### src/rtl/mats_pkg.sv
package mats_pkg;

    localparam int NUM_ELEM   = 3;
    localparam int NUM_STATES = 2 * NUM_ELEM + 3;
    localparam int ST_W       = $clog2(NUM_STATES);

    typedef enum logic [ST_W-1:0] {
        ST_IDLE,
        ST_E1_WR0,
        ST_E1_WRAP,
        ST_E2_RD,
        ST_E2_WR1,
        ST_E3_RD,
        ST_E3_WR0,
        ST_FAIL,
        ST_PASS
    } mats_state_e;

    typedef struct packed {
        logic sel;
        logic we;
        logic wd;
        logic ag_en;
        logic ag_up;
        logic done;
        logic pass;
        logic fail;
    } mats_ctl_t;

    function automatic logic in_test(mats_state_e s);
        return (s != ST_IDLE) && (s != ST_FAIL) && (s != ST_PASS);
    endfunction

    function automatic logic is_compare(mats_state_e s);
        return (s == ST_E2_WR1) || (s == ST_E3_WR0);
    endfunction

    function automatic logic expected_bit(mats_state_e s);
        return (s == ST_E3_WR0);
    endfunction

    function automatic logic is_write(mats_state_e s);
        return (s == ST_E1_WR0) || (s == ST_E2_WR1) || (s == ST_E3_WR0);
    endfunction

endpackage

### src/rtl/mats_decode.sv
module mats_decode
    import mats_pkg::*;
(
    input  mats_state_e state,
    input  logic        rdata,
    input  logic        ag_last,
    output logic        mismatch,
    output mats_ctl_t   ctl
);

    always_comb begin
        mismatch  = is_compare(state) && (rdata != expected_bit(state));
        ctl       = '0;
        ctl.sel   = in_test(state);
        ctl.we    = is_write(state);
        ctl.wd    = (state == ST_E2_WR1);
        ctl.ag_up = !((state == ST_E3_RD) || (state == ST_E3_WR0));
        ctl.ag_en = (state == ST_E1_WRAP) ||
                    (is_write(state) && !ag_last && !mismatch);
        ctl.fail  = (state == ST_FAIL);
        ctl.pass  = (state == ST_PASS);
        ctl.done  = ctl.fail || ctl.pass;
    end

endmodule

### src/rtl/mats_fsm.sv
module mats_fsm
    import mats_pkg::*;
(
    input  logic        clk,
    input  logic        rst,
    input  logic        start,
    input  logic        ag_last,
    input  logic        mismatch,
    output mats_state_e state
);

    mats_state_e nxt;

    always_comb begin
        nxt = state;
        unique case (state)
            ST_IDLE:    if (start) nxt = ST_E1_WR0;
            ST_E1_WR0:  if (ag_last) nxt = ST_E1_WRAP;
            ST_E1_WRAP: nxt = ST_E2_RD;
            ST_E2_RD:   nxt = ST_E2_WR1;
            ST_E2_WR1:  if (mismatch)     nxt = ST_FAIL;
                        else if (ag_last) nxt = ST_E3_RD;
                        else              nxt = ST_E2_RD;
            ST_E3_RD:   nxt = ST_E3_WR0;
            ST_E3_WR0:  if (mismatch)     nxt = ST_FAIL;
                        else if (ag_last) nxt = ST_PASS;
                        else              nxt = ST_E3_RD;
            ST_FAIL:    nxt = ST_FAIL;
            ST_PASS:    nxt = ST_PASS;
            default:    nxt = ST_IDLE;
        endcase
    end

    always_ff @(posedge clk) begin
        if (rst) state <= ST_IDLE;
        else     state <= nxt;
    end

endmodule

### src/rtl/mats_mux.sv
module mats_mux #(
    parameter int AW = 4
) (
    input  logic          sel,
    input  logic [AW-1:0] func_addr,
    input  logic          func_we,
    input  logic          func_wdata,
    input  logic [AW-1:0] test_addr,
    input  logic          test_we,
    input  logic          test_wdata,
    output logic [AW-1:0] ram_addr,
    output logic          ram_we,
    output logic          ram_wdata
);

    always_comb begin
        if (sel) begin
            ram_addr  = test_addr;
            ram_we    = test_we;
            ram_wdata = test_wdata;
        end else begin
            ram_addr  = func_addr;
            ram_we    = func_we;
            ram_wdata = func_wdata;
        end
    end

endmodule

### src/rtl/mats_bist.sv
module mats_bist
    import mats_pkg::*;
#(
    parameter int ADDR_W = 4
) (
    input  logic              clk,
    input  logic              rst,
    input  logic              start,
    input  logic [ADDR_W-1:0] func_addr,
    input  logic              func_we,
    input  logic              func_wdata,
    input  logic [ADDR_W-1:0] ag_addr,
    input  logic              ag_last,
    input  logic              ram_rdata,
    output logic [ADDR_W-1:0] ram_addr,
    output logic              ram_we,
    output logic              ram_wdata,
    output logic              amux_sel,
    output logic              ag_en,
    output logic              ag_up,
    output logic              done,
    output logic              pass,
    output logic              fail
);

    mats_state_e state;
    mats_ctl_t   ctl;
    logic        mismatch;

    mats_fsm u_fsm (
        .clk      (clk),
        .rst      (rst),
        .start    (start),
        .ag_last  (ag_last),
        .mismatch (mismatch),
        .state    (state)
    );

    mats_decode u_dec (
        .state    (state),
        .rdata    (ram_rdata),
        .ag_last  (ag_last),
        .mismatch (mismatch),
        .ctl      (ctl)
    );

    mats_mux #(.AW(ADDR_W)) u_mux (
        .sel        (ctl.sel),
        .func_addr  (func_addr),
        .func_we    (func_we),
        .func_wdata (func_wdata),
        .test_addr  (ag_addr),
        .test_we    (ctl.we),
        .test_wdata (ctl.wd),
        .ram_addr   (ram_addr),
        .ram_we     (ram_we),
        .ram_wdata  (ram_wdata)
    );

    assign amux_sel = ctl.sel;
    assign ag_en    = ctl.ag_en;
    assign ag_up    = ctl.ag_up;
    assign done     = ctl.done;
    assign pass     = ctl.pass;
    assign fail     = ctl.fail;

endmodule

### config.mk
export PLATFORM = sky130hd
export DESIGN_NAME = mats_bist
export DESIGN_NICKNAME = d
export VERILOG_FILES = /design/src/rtl/mats_pkg.sv /design/src/rtl/mats_decode.sv /design/src/rtl/mats_fsm.sv /design/src/rtl/mats_mux.sv /design/src/rtl/mats_bist.sv
export SDC_FILE = /design/constraint.sdc
export NUM_CORES = 1
export LEC_CHECK = 0
export ABC_CLOCK_PERIOD_IN_PS = 1500
export BUFFER_PORTS_ARGS = -buffer_cell sky130_fd_sc_hd__buf_2
export CAP_MARGIN = 20
export CELL_PAD_IN_SITES_DETAIL_PLACEMENT = 0
export CELL_PAD_IN_SITES_GLOBAL_PLACEMENT = 1
export CORE_UTILIZATION = 27
export CTS_CLUSTER_SIZE = 20
export DETAILED_ROUTE_END_ITERATION = 6
export PLACE_DENSITY_LB_ADDON = 0.1
export SLEW_MARGIN = 30
export SYNTH_ARGS = -nofsm -noshare
export SYNTH_HDL_FRONTEND = slang
export SYNTH_HIERARCHICAL = 1
export SYNTH_SLANG_ARGS = --single-unit
### constraint.sdc
create_clock -name clk -period 1.5 [get_ports clk]
set_clock_uncertainty 0.1 [all_clocks]
set_input_delay 0.225 -clock clk [delete_from_list [all_inputs] [get_ports clk]]
set_output_delay 0.225 -clock clk [all_outputs]
set_load 0.05 [all_outputs]
-- Word level (Yosys, flattened, before mapping)
Cells that the tools add are included.
- reduce and logical (&&, ||, !) cells: 17
- eq/ne operators: 13
- muxes and demuxes: 10
- operators by type and width (cell ; number):
    one-hot mux 4 bit (9 select lines) ; 1
    2-to-1 mux 4 bit ; 6
    == test 4 x 3 -> 1 bit (second input constant) ; 4
    == test 4 x 2 -> 1 bit (second input constant) ; 2
    logical OR 1 bit ; 6
    logical AND 1 bit ; 5
    == test 4 x 1 -> 1 bit (second input constant) ; 1
    == test 4 bit (second input constant) ; 1
    logical NOT 4 bit ; 1
    != test 2 bit (second input constant) ; 2
    != test 4 x 3 -> 1 bit (second input constant) ; 1
    != test 4 bit (second input constant) ; 1
    nonzero test 4 bit ; 1
    logical NOT 1 bit ; 3
    2-to-1 mux 3 bit ; 1
    2-to-1 mux 1 bit ; 2
    AND reduction 2 bit ; 1
    != test 1 bit ; 1
- register bits: 4
- input port bits: 15
- output and inout bits: 12

-- Depth between registers and ports, before layout
Gate-level depths: netlist of run 1.
- word-level depth: 6
- gate-level depth with buffers: 6

-- Hierarchy
The synthesis of run 1 kept the hierarchy.
- by module, submodules not included (module ; instances ; cells an instance ; area each (um2)):
    mats_fsm ; 1 ; 28 ; 239.0
    mats_decode ; 1 ; 24 ; 166.4
    mats_mux ; 1 ; 7 ; 101.3

-- Worst setup path before layout of run 1
No wires, ideal clock.
- kind: register -> output
- start point: register u_fsm.state[2]
- end point: output ram_addr[0]
- stages on the path, launching flop included: 6
- setup slack: -0.985 ns
- required time: 1.175 ns
- arrival time: 2.160 ns
- path buffers: 1
- cell sequence: dfxtp_1 > nor2b_1 > and3_4 > nor2_1 > buf_6 > mux2_4
- word-level cells in the longest chain between the ends: 4
- elaborated cells between the ends (all ways): 6
- classes of those cells: 2 x eq/ne; 1 x mux; 3 x reduce/logical
- ends and longest elaborated chain (what ; line ; source):
    from (decl) ; mats_fsm.sv:9 ; output mats_state_e state
    from (signal assigned) ; mats_fsm.sv:36 ; else state <= nxt;
    != test 4 x 3 -> 1 bit / nonzero test 4 bit (equally long branches) ; mats_pkg.sv:31 ; return (s != ST_IDLE) && (s != ST_FAIL) && (s != ST_PASS);
    logical AND 1 bit ; mats_pkg.sv:31 ;
    logical AND 1 bit (*) ; mats_pkg.sv:31 ;
    named net amux_sel ; mats_bist.sv:18 ; output logic amux_sel,
    2-to-1 mux 4 bit (*) ; mats_mux.sv:17 ; if (sel) begin
    to (decl) ; mats_bist.sv:15 ; output logic [ADDR_W-1:0] ram_addr,
The timed path passes the listed nets; every way through them passes the cells marked *.

-- Worst setup path in the final report of run 1
- start point: register u_fsm.state[2]
- end point: output ram_addr[2]
- word-level cells in the longest chain between the ends: 4
- elaborated cells between the ends (all ways): 6
- classes of those cells: 2 x eq/ne; 1 x mux; 3 x reduce/logical
- ends and longest elaborated chain (what ; line):
    != test 4 x 3 -> 1 bit / nonzero test 4 bit (equally long branches) ; mats_pkg.sv:31
    logical AND 1 bit ; mats_pkg.sv:31
    logical AND 1 bit (*) ; mats_pkg.sv:31
    2-to-1 mux 4 bit (*) ; mats_mux.sv:17
Mark *: on every way between the ends. The rest lies on a longest branch, timed or not.

==> flow_summary_export.csv, run 1 <==
group,metric,value,unit
critical_path,critical_path.top_delay_family,"simple AND/OR/NAND/NOR gates",
floorplanning,ioPinCount,27,
cells_and_area,n_antenna_cell,0,
floorplanning,initial_core_util,29.0,%
placement,port_buffers,26,
critical_path,slowest_delay,0.34,ns
critical_path,cp_num_buf_inv,2,
synth,netlist-cell-type-count,30,
floorplanning,die_h,45.3,microns
pwr,power,0.726,mW
timing,period_needed,1.87,ns
critical_path,endpoint_kind,"output pin",
placement,dpl.hpwl,978,microns
global_routing,grt_pass1_wl,2.33,mm
pwr,peakVddDrop,0.000317,V
critical_path,cp.arrival,1.55,ns
floorplanning,core_area,0.00175,sq mm
critical_path,cp_max_fo,7,
global_routing,grt_use_total,16.1,%
critical_path,cp-start-kind,"flip-flop",
synth,yosys_warnings,6,
clocking,cts_buffer_depth,2,
clocking,h-tree-depth,1,
route,dr.pass1.iters,4,
route,wl_per_cell,11.4,microns
clocking,cts-root-buf,"clkbuf_4",
timing,setup-violations-final,14,
clocking,cts_tree,"yes",
global_routing,grt_max_degree,10,
placement,place_congestion,0.790,
min_path,min_from,"rst",
run,drv_cap,0,
cells_and_area,final_nets,122,
critical_path,required,1.17,ns
critical_path,crit_slowest_cell,"dfxtp_4",
timing,fin_tns_setup,-3.36,ns
timing,worst_slack,-0.375,ns
synth,synth_area_leaders,"mux2_4, dfxtp_1, buf_6, nor2_1, mux2i_1",
critical_path,cp_cell_sequence,"nor2b_4 > and3_4 > nor2_4 > buf_12 > mux2_4 > buf_6",
synth,yosysTopAreaCell,"mux2_4",
clocking,clk_latency,0.23,ns
run_status,violations,"setup timing",
cells_and_area,fin_cells,131,
global_routing,antenna_found_initial,0,
cells_and_area,area_growth,100,%
pwr,leakage,0.459,nW
route,routed_wl,1.49,mm
synth,netlist_instances,59,
min_path,hold_class,"in2reg",
clocking,cts_buffers,3,
route,drt_iter0_drc,12,
synth,synth_area,507,sq um
floorplanning,die_area,0.00205,sq mm
timing,hold_viol_final,0,
cells_and_area,largest_reg_flops,4,
global_routing,grt_overflow,0,
clocking,ctsHoldBuffers,0,
synth,yosysSeqAreaShare,15.8,%
cells_and_area,layout_commonest_cell,"buf_6",
floorplanning,rows,15,
global_routing,first_global_vias,549,
timing,rsz0062_at_grt,"true",
route,ant_nets,0,
pwr,powerDensity,715,mW/mm^2
cells_and_area,num-fill-cells,163,
cells_and_area,fin_util,58.2,%
route,vias,612,
timing,relSlewSlack,80.3,%
clocking,clk_pin_slew,0.04,ns
timing,clock.fmax,533,MHz
critical_path,crit_type,"reg2out",
placement,place_ws,-0.192,ns
critical_path,cp-startpoint,"u_fsm/state[2]",
route,drc,0,
cells_and_area,drive_gt1_share,73.6,%
synth,synth_top_area_share,17.8,%
cells_and_area,reg_top3,"u_fsm/state: 4 flops",
clocking,cts_sinks,4,
cells_and_area,layout_common_cells,"buf_6, buf_2, buf_4",
run_status,outcome,"complete, but fails checks",
floorplanning,die_width,45.3,microns
timing,tightest_slew,0.293,ns
synth,ys_seq_elements,4,
synth,syn_avg_cell_area,8.59,sq um
synth,syn_nets,74,
placement,place_inst,122,
critical_path,r2r-start,"u_fsm/state[1]",
timing,slew_viol_final,0,
timing,finalCritPeriodShare,125,%
cells_and_area,largest-register,"u_fsm/state",
route,viasPerCell,4.67,
## path summary, 6_finish.rpt
| check | endpoint | slack [ns] | depth (start not counted) |
|---|---|---|---|
| worst min register to register | u_fsm/state[3] | 0.54 | 2 |
| worst min-delay path | u_fsm/state[3] | 0.06 | 2 |
| worst max-delay path | ram_addr[2] | -0.37 | 6 |
| worst max register to register | u_fsm/state[0] | -0.08 | 7 |
## kinds of logic after synthesis
logic type,Yosys count,share of synthesized area (%)
xor+xnor,2,3.46
flops,4,15.8
buf+inv,6,10.6
mux,8,21.7
simple gates,29,34.6
compound gates,10,13.8
## metrics by stage
step	hold WS [ns]	area, sq um
2_1_floorplan	0.190	531
3_3_place_gp	0.292	769
3_5_place_dp	0.293	769
4_1_cts	0.0514	983
5_1_grt	0.0571	1020
6_report	0.0560	1020
## final cells by class
cell class	instances	area (sq um)	area share, %
clock buffer	4	26.3	2.59
tap	25	31.3	3.08
inverter	1	3.75	0.369
multi-input combinational	49	444	43.7
timing repair buffer	48	420	41.4
sequential	4	90.1	8.87
## what timing repair did
action | CTS | global route
buffers inserted | 7 | 1
resized for setup | 38 | 9
setup endpoints to repair | 16 | 16
pin swaps | 9 | 8
## report_power, final
group | leakage [nW] | internal [mW] | switching [mW] | total (mW)
sequential | 0.0349 | 0.112 | 0.00754 | 0.119
combinational | 0.409 | 0.231 | 0.230 | 0.461
clock | 0.0150 | 0.100 | 0.0461 | 0.146
## cell usage after synthesis, drive strengths merged
cell and count:
mux2 6, a311oi 1, o21ai 1, buf 5
mux2i 2, nor4b 1, or2 3, or3 2
nor2 6, dfxtp 4, nand2b 2, o31ai 1
nor3b 1, and3 1, nand2 3, inv 1
nor2b 1, nand4b 1, nor3 3, xnor2 1
nand3b 2, a211oi 2, a21oi 3, a32o 1
a31o 1, xor2 1, nor4 2, and2 1
## per-layer routing
metal	part of all wire, %	global-route usage (%)	wire length [microns]
met5	0	0	0
met4	0	5.45	0
met2	56	27.5	828
met1	42	19.6	624
met3	2.4	3.60	35
## worst register-to-register path, stage by stage, from the launching register on
cell      delay, ns
dfxtp_4        0.35
buf_6          0.13
buf_6          0.11
xnor2_2        0.12
nor3_2         0.18
nand4b_1       0.17
a21oi_1        0.08
a311oi_1       0.24
Note: power is estimated with default switching activity, not from simulation.
==> run 2: changes to the inputs <==
- REMOVE_ABC_BUFFERS: default -> 1
==> flow_summary_export.csv, run 2 (synthesized netlist as in run 1, its figures left out) <==
group,metric,value,unit
run_status,outcome,"complete, but fails checks",
run_status,violations,"setup timing",
cells_and_area,reg_top3,"u_fsm/state: 4 flops",
global_routing,grt_pass1_wl,2.31,mm
floorplanning,initial_core_util,29.0,%
critical_path,cp-start-kind,"flip-flop",
floorplanning,die_width,45.3,microns
run,drv_cap,0,
timing,rsz0062_at_grt,"true",
global_routing,grt_use_met2,24.6,%
clocking,cts-root-buf,"clkbuf_4",
route,dr.pass1.iters,4,
timing,fin_tns_setup,-2.94,ns
cells_and_area,layout_commonest_cell,"buf_2",
critical_path,crit_type,"reg2out",
critical_path,required,1.17,ns
pwr,powerDensity,690,mW/mm^2
timing,setup-violations-final,13,
timing,slew_viol_final,0,
timing,hold_viol_final,0,
timing,worst_slack,-0.370,ns
timing,clock.fmax,535,MHz
cells_and_area,largest-register,"u_fsm/state",
critical_path,cp_max_fo,7,
placement,dpl.hpwl,993,microns
global_routing,grt_use_met1,19.7,%
clocking,cts_buffer_depth,2,
floorplanning,core_area,0.00175,sq mm
clocking,clk_pin_slew,0.04,ns
clocking,clk_latency,0.24,ns
cells_and_area,final_nets,117,
timing,period_needed,1.87,ns
global_routing,grt_use_total,15.9,%
route,drt_iter0_drc,11,
global_routing,grt-busiest-layer,"met2",
floorplanning,ioPinCount,27,
cells_and_area,area_growth,89.4,%
route,wl_per_cell,11.4,microns
global_routing,grt_max_degree,10,
global_routing,grt.met3_usage,4.00,%
min_path,hold_class,"in2reg",
route,ant_nets,0,
route,drc,0,
placement,port_buffers,26,
critical_path,cp.arrival,1.54,ns
cells_and_area,n_antenna_cell,0,
cells_and_area,layout_common_cells,"buf_2, buf_6, buf_4",
placement,place_ws,-0.269,ns
global_routing,grt_overflow,0,
clocking,cts_sinks,4,
clocking,cts_buffers,3,
global_routing,antenna_found_initial,0,
timing,relSlewSlack,83.1,%
cells_and_area,num-fill-cells,164,
cells_and_area,largest_reg_flops,4,
floorplanning,rows,15,
timing,tightest_slew,0.251,ns
pwr,peakVddDrop,0.000280,V
clocking,h-tree-depth,1,
placement,place_congestion,0.738,
clocking,ctsHoldBuffers,0,
clocking,cts_tree,"yes",
route,routed_wl,1.42,mm
floorplanning,die_area,0.00205,sq mm
route,vias,614,
pwr,power,0.662,mW
floorplanning,die_h,45.3,microns
route,viasPerCell,4.91,
timing,finalCritPeriodShare,125,%
pwr,leakage,0.430,nW
global_routing,first_global_vias,549,
critical_path,endpoint_kind,"output pin",
cells_and_area,drive_gt1_share,67.0,%
[run 2: cell types whose count changed in the layout (fill, tap and decap cells not counted), moves of 2 or more]
cell,previous run,this run
nor4_2,2,0
nor4_1,0,2
buf_6,16,12
buf_4,14,12
nor3_4,0,2
nor3_2,2,0
[run 2: path summary, 6_finish.rpt]
kind,start,end,slack [ns],depth (start not counted)
setup / recovery,u_fsm/state[2],ram_wdata,-0.37,6
hold / removal,rst,u_fsm/state[3],0.06,2
setup reg to reg,u_fsm/state[2],u_fsm/state[2],-0.04,8
hold reg to reg,u_fsm/state[0],u_fsm/state[3],0.49,2
[run 2: final cells by class]
class                      count  area (sq um)  area share, %
clock buffer                   3          22.5           2.35
inverter                       1          3.75          0.391
sequential                     4          90.1           9.39
tap                           25          31.3           3.26
multi-input combinational     49           447           46.5
timing repair buffer          43           365           38.1
[run 2: critical path: stages (launching register included)]
cell and delay [ns]:
dfxtp_2 0.33, nor2b_4 0.14, and3_4 0.20, nor2_4 0.04, buf_6 0.14, mux2_4 0.30, buf_8 0.15
[run 2: repair_timing]
action | 4_1_cts | 5_1_grt
resized for setup | 39 | 9
setup endpoints to repair | 16 | 16
pin swaps | 4 | 4
setup buffers | 3 | 0
[run 2: per-layer routing]
metal  part of all wire [%]  wire length [microns]
met5                      0                      0
met4                   0.91                     13
met3                    4.9                     69
met2                     52                    735
met1                     42                    602
[run 2: through the flow]
stage | util, % | area, sq um | hold slack [ns] | cells
2_1_floorplan | - | 457 | 0.198 | 54
3_3_place_gp | 42.2 | 736 | 0.299 | 119
3_5_place_dp | 42.2 | 736 | 0.307 | 119
4_1_cts | 52.7 | 920 | 0.0521 | 125
5_1_grt | 55.0 | 960 | 0.0562 | 125
6_report | 55.0 | 960 | 0.0585 | 125
[run 2: report_power, final]
part / switching, mW / leakage (nW) / internal, mW / total [mW]
registers: 0.0101 / 0.0350 / 0.113 / 0.123
clock network: 0.0481 / 0.0138 / 0.0898 / 0.138
logic: 0.216 / 0.381 / 0.186 / 0.401
total: 0.274 / 0.430 / 0.388 / 0.662
==> run 3: changes to the inputs <==
- SYNTH_HIERARCHICAL: 1 -> default
==> flow_summary_export.csv, run 3 <==
group,metric,value,unit
cells_and_area,layout_common_cells,"buf_6, buf_2, buf_4",
route,dr.pass1.iters,4,
route,vias,705,
pwr,power_switching,0.659,mW
cells_and_area,layout_commonest_cell,"buf_6",
pwr,power_frac_comb,81.3,%
pwr,pwr-share-clk,9.0,%
route,routed_wl,1.90,mm
floorplanning,initial_core_util,29.8,%
cells_and_area,drive_gt1_share,71.4,%
global_routing,grt_pass1_wl,2.74,mm
critical_path,cp-start-kind,"flip-flop",
timing,relSlewSlack,81.4,%
timing,clock.fmax,489,MHz
route,wl_per_cell,13.2,microns
synth,synth_area_leaders,"dfxtp_1, mux2_4, nor2b_1, a211oi_2, o21ai_0",
clocking,cts_buffer_depth,2,
timing,setup-violations-final,16,
clocking,clk_pin_slew,0.04,ns
run_status,violations,"setup timing",
route,drc,0,
floorplanning,die_h,46.3,microns
route,met1_length,789,microns
synth,synth_area,531,sq um
synth,yosys_warnings,0,
critical_path,crit_type,"reg2out",
timing,slew_viol_final,0,
placement,dpl.hpwl,1.19,mm
global_routing,grt_max_degree,14,
global_routing,grt_overflow,0,
synth,syn_avg_cell_area,7.58,sq um
clocking,cts_sinks,4,
cells_and_area,largest-register,"u_fsm.state",
global_routing,grt_use_total,18.4,%
timing,period_needed,2.04,ns
cells_and_area,n_antenna_cell,0,
route,routed.top_layer,"met4",
clocking,clk_latency,0.23,ns
floorplanning,die_width,46.3,microns
synth,synth-main-ff-cell,"dfxtp_1",
critical_path,endpoint_kind,"output pin",
pwr,p_sw_share,46.3,%
critical_path,cp_max_fo,2,
synth,synth_edf_count,0,
pwr,leakage,0.495,nW
floorplanning,core_area,0.00178,sq mm
synth,yosysMostFrequentCell,"nor2_1",
synth,ys_seq_elements,4,
clocking,h-tree-depth,1,
run_status,outcome,"complete, but fails checks",
route,drt_iter0_drc,6,
min_path,worstHoldPathCells,2,
cells_and_area,area_growth,108,%
placement,place_ws,-0.400,ns
pwr,p_int,0.763,mW
synth,async_reset_ff_share,0,%
timing,whs,0.121,ns
min_path,hold_class,"in2reg",
cells_and_area,largest_reg_flops,4,
synth,synth_commonest_cells,"nor2_1, inv_1, nand2_1, nor2b_1, o21ai_0",
clocking,cts_buffers,3,
critical_path,rr_worst_depth,8,
placement,place_congestion,0.737,
global_routing,antenna_found_initial,0,
timing,worst_slack,-0.544,ns
timing,finalCritPeriodShare,136,%
floorplanning,ioPinCount,27,
cells_and_area,reg_top3,"u_fsm.state: 4 flops",
synth,synth_top_area_share,15.1,%
synth,yosysSeqAreaShare,15.1,%
critical_path,required,1.17,ns
route,wl_met3,68,microns
route,wl_met2,1.03,mm
pwr,peakVddDrop,0.000657,V
clocking,cts_tree,"yes",
pwr,powerDensity,1290,mW/mm^2
clocking,cts-root-buf,"clkbuf_4",
synth,netlist_instances,70,
pwr,seq_power_share,9.7,%
run,drv_cap,0,
global_routing,first_global_vias,615,
timing,tightest_slew,0.277,ns
route,viasPerCell,4.90,
synth,netlist-cell-type-count,33,
route,ant_nets,0,
floorplanning,die_area,0.00215,sq mm
timing,hold_viol_final,0,
cells_and_area,final_nets,137,
placement,port_buffers,26,
synth,yosysTopAreaCell,"dfxtp_1",
critical_path,cp.arrival,1.72,ns
clocking,ctsHoldBuffers,0,
timing,rsz0062_at_grt,"true",
floorplanning,rows,15,
run 3: metrics by stage:
stage          TNS [ns]  instance area, sq um  util (%)  cells  power (mW)
6_report          -4.78                  1100      62.0    144        1.42
5_1_grt           -5.68                  1100      62.0    144        1.50
4_1_cts           -4.52                   987      55.4    138        1.28
3_5_place_dp      -2.65                   773      43.4    131       0.927
3_3_place_gp      -2.40                   773      43.4    131       0.927
2_1_floorplan     -6.13                   499         -     65       0.706
run 3: cells by family after synthesis:
family | after synthesis | share of synthesized area, %
and+or+nand+nor | 27 | 27.4
AOI/OAI and AO/OA | 24 | 34.4
buffers and inverters | 10 | 9.43
muxes | 4 | 11.3
DFF | 4 | 15.1
adders and majority gates | 1 | 2.36
run 3: what timing repair did:
action | in CTS | in global routing
setup endpoints to repair | 15 | 16
setup buffers | 4 | 6
gates resized for setup | 56 | 17
pin swaps | 6 | 8
run 3: worst paths after layout:
kind                        from             end  slack, ns
setup / recovery  u_fsm.state[2]           ag_en      -0.54
hold / removal               rst  u_fsm.state[3]       0.12
setup reg to reg  u_fsm.state[1]  u_fsm.state[1]      -0.15
hold reg to reg   u_fsm.state[0]  u_fsm.state[3]       0.53
run 3: critical path: stages, from the launching register on:
cell	delay [ns]
dfxtp_2	0.32
nand2_2	0.08
nor3_2	0.04
ha_1	0.28
or3b_4	0.38
a211oi_2	0.21
buf_6	0.19
run 3: power by group through the flow:
stage	Sequential, mW	Clock (mW)	Combinational [mW]
floorplan	0.167	0	0.539
global placement	0.131	0	0.796
detailed placement	0.131	0	0.796
CTS	0.135	0.140	1.01
global route	0.138	0.139	1.22
finish	0.137	0.128	1.16
run 3: layer usage:
layer | up-vias | GRT usage, %
li1 | 359 | -
met1 | 320 | 22.0
met2 | 24 | 31.7
met3 | 2 | 2.75
met4 | 0 | 8.24
met5 | - | 0
run 3: cell type report:
cell class,instances,area (sq um)
Clock buffer,3,22.5
Timing Repair Buffer,51,445
Sequential cell,4,85.1
Tap cell,25,31.3
Fill cell,156,678
Multi-Input combinational cell,56,499
Inverter,5,21.3
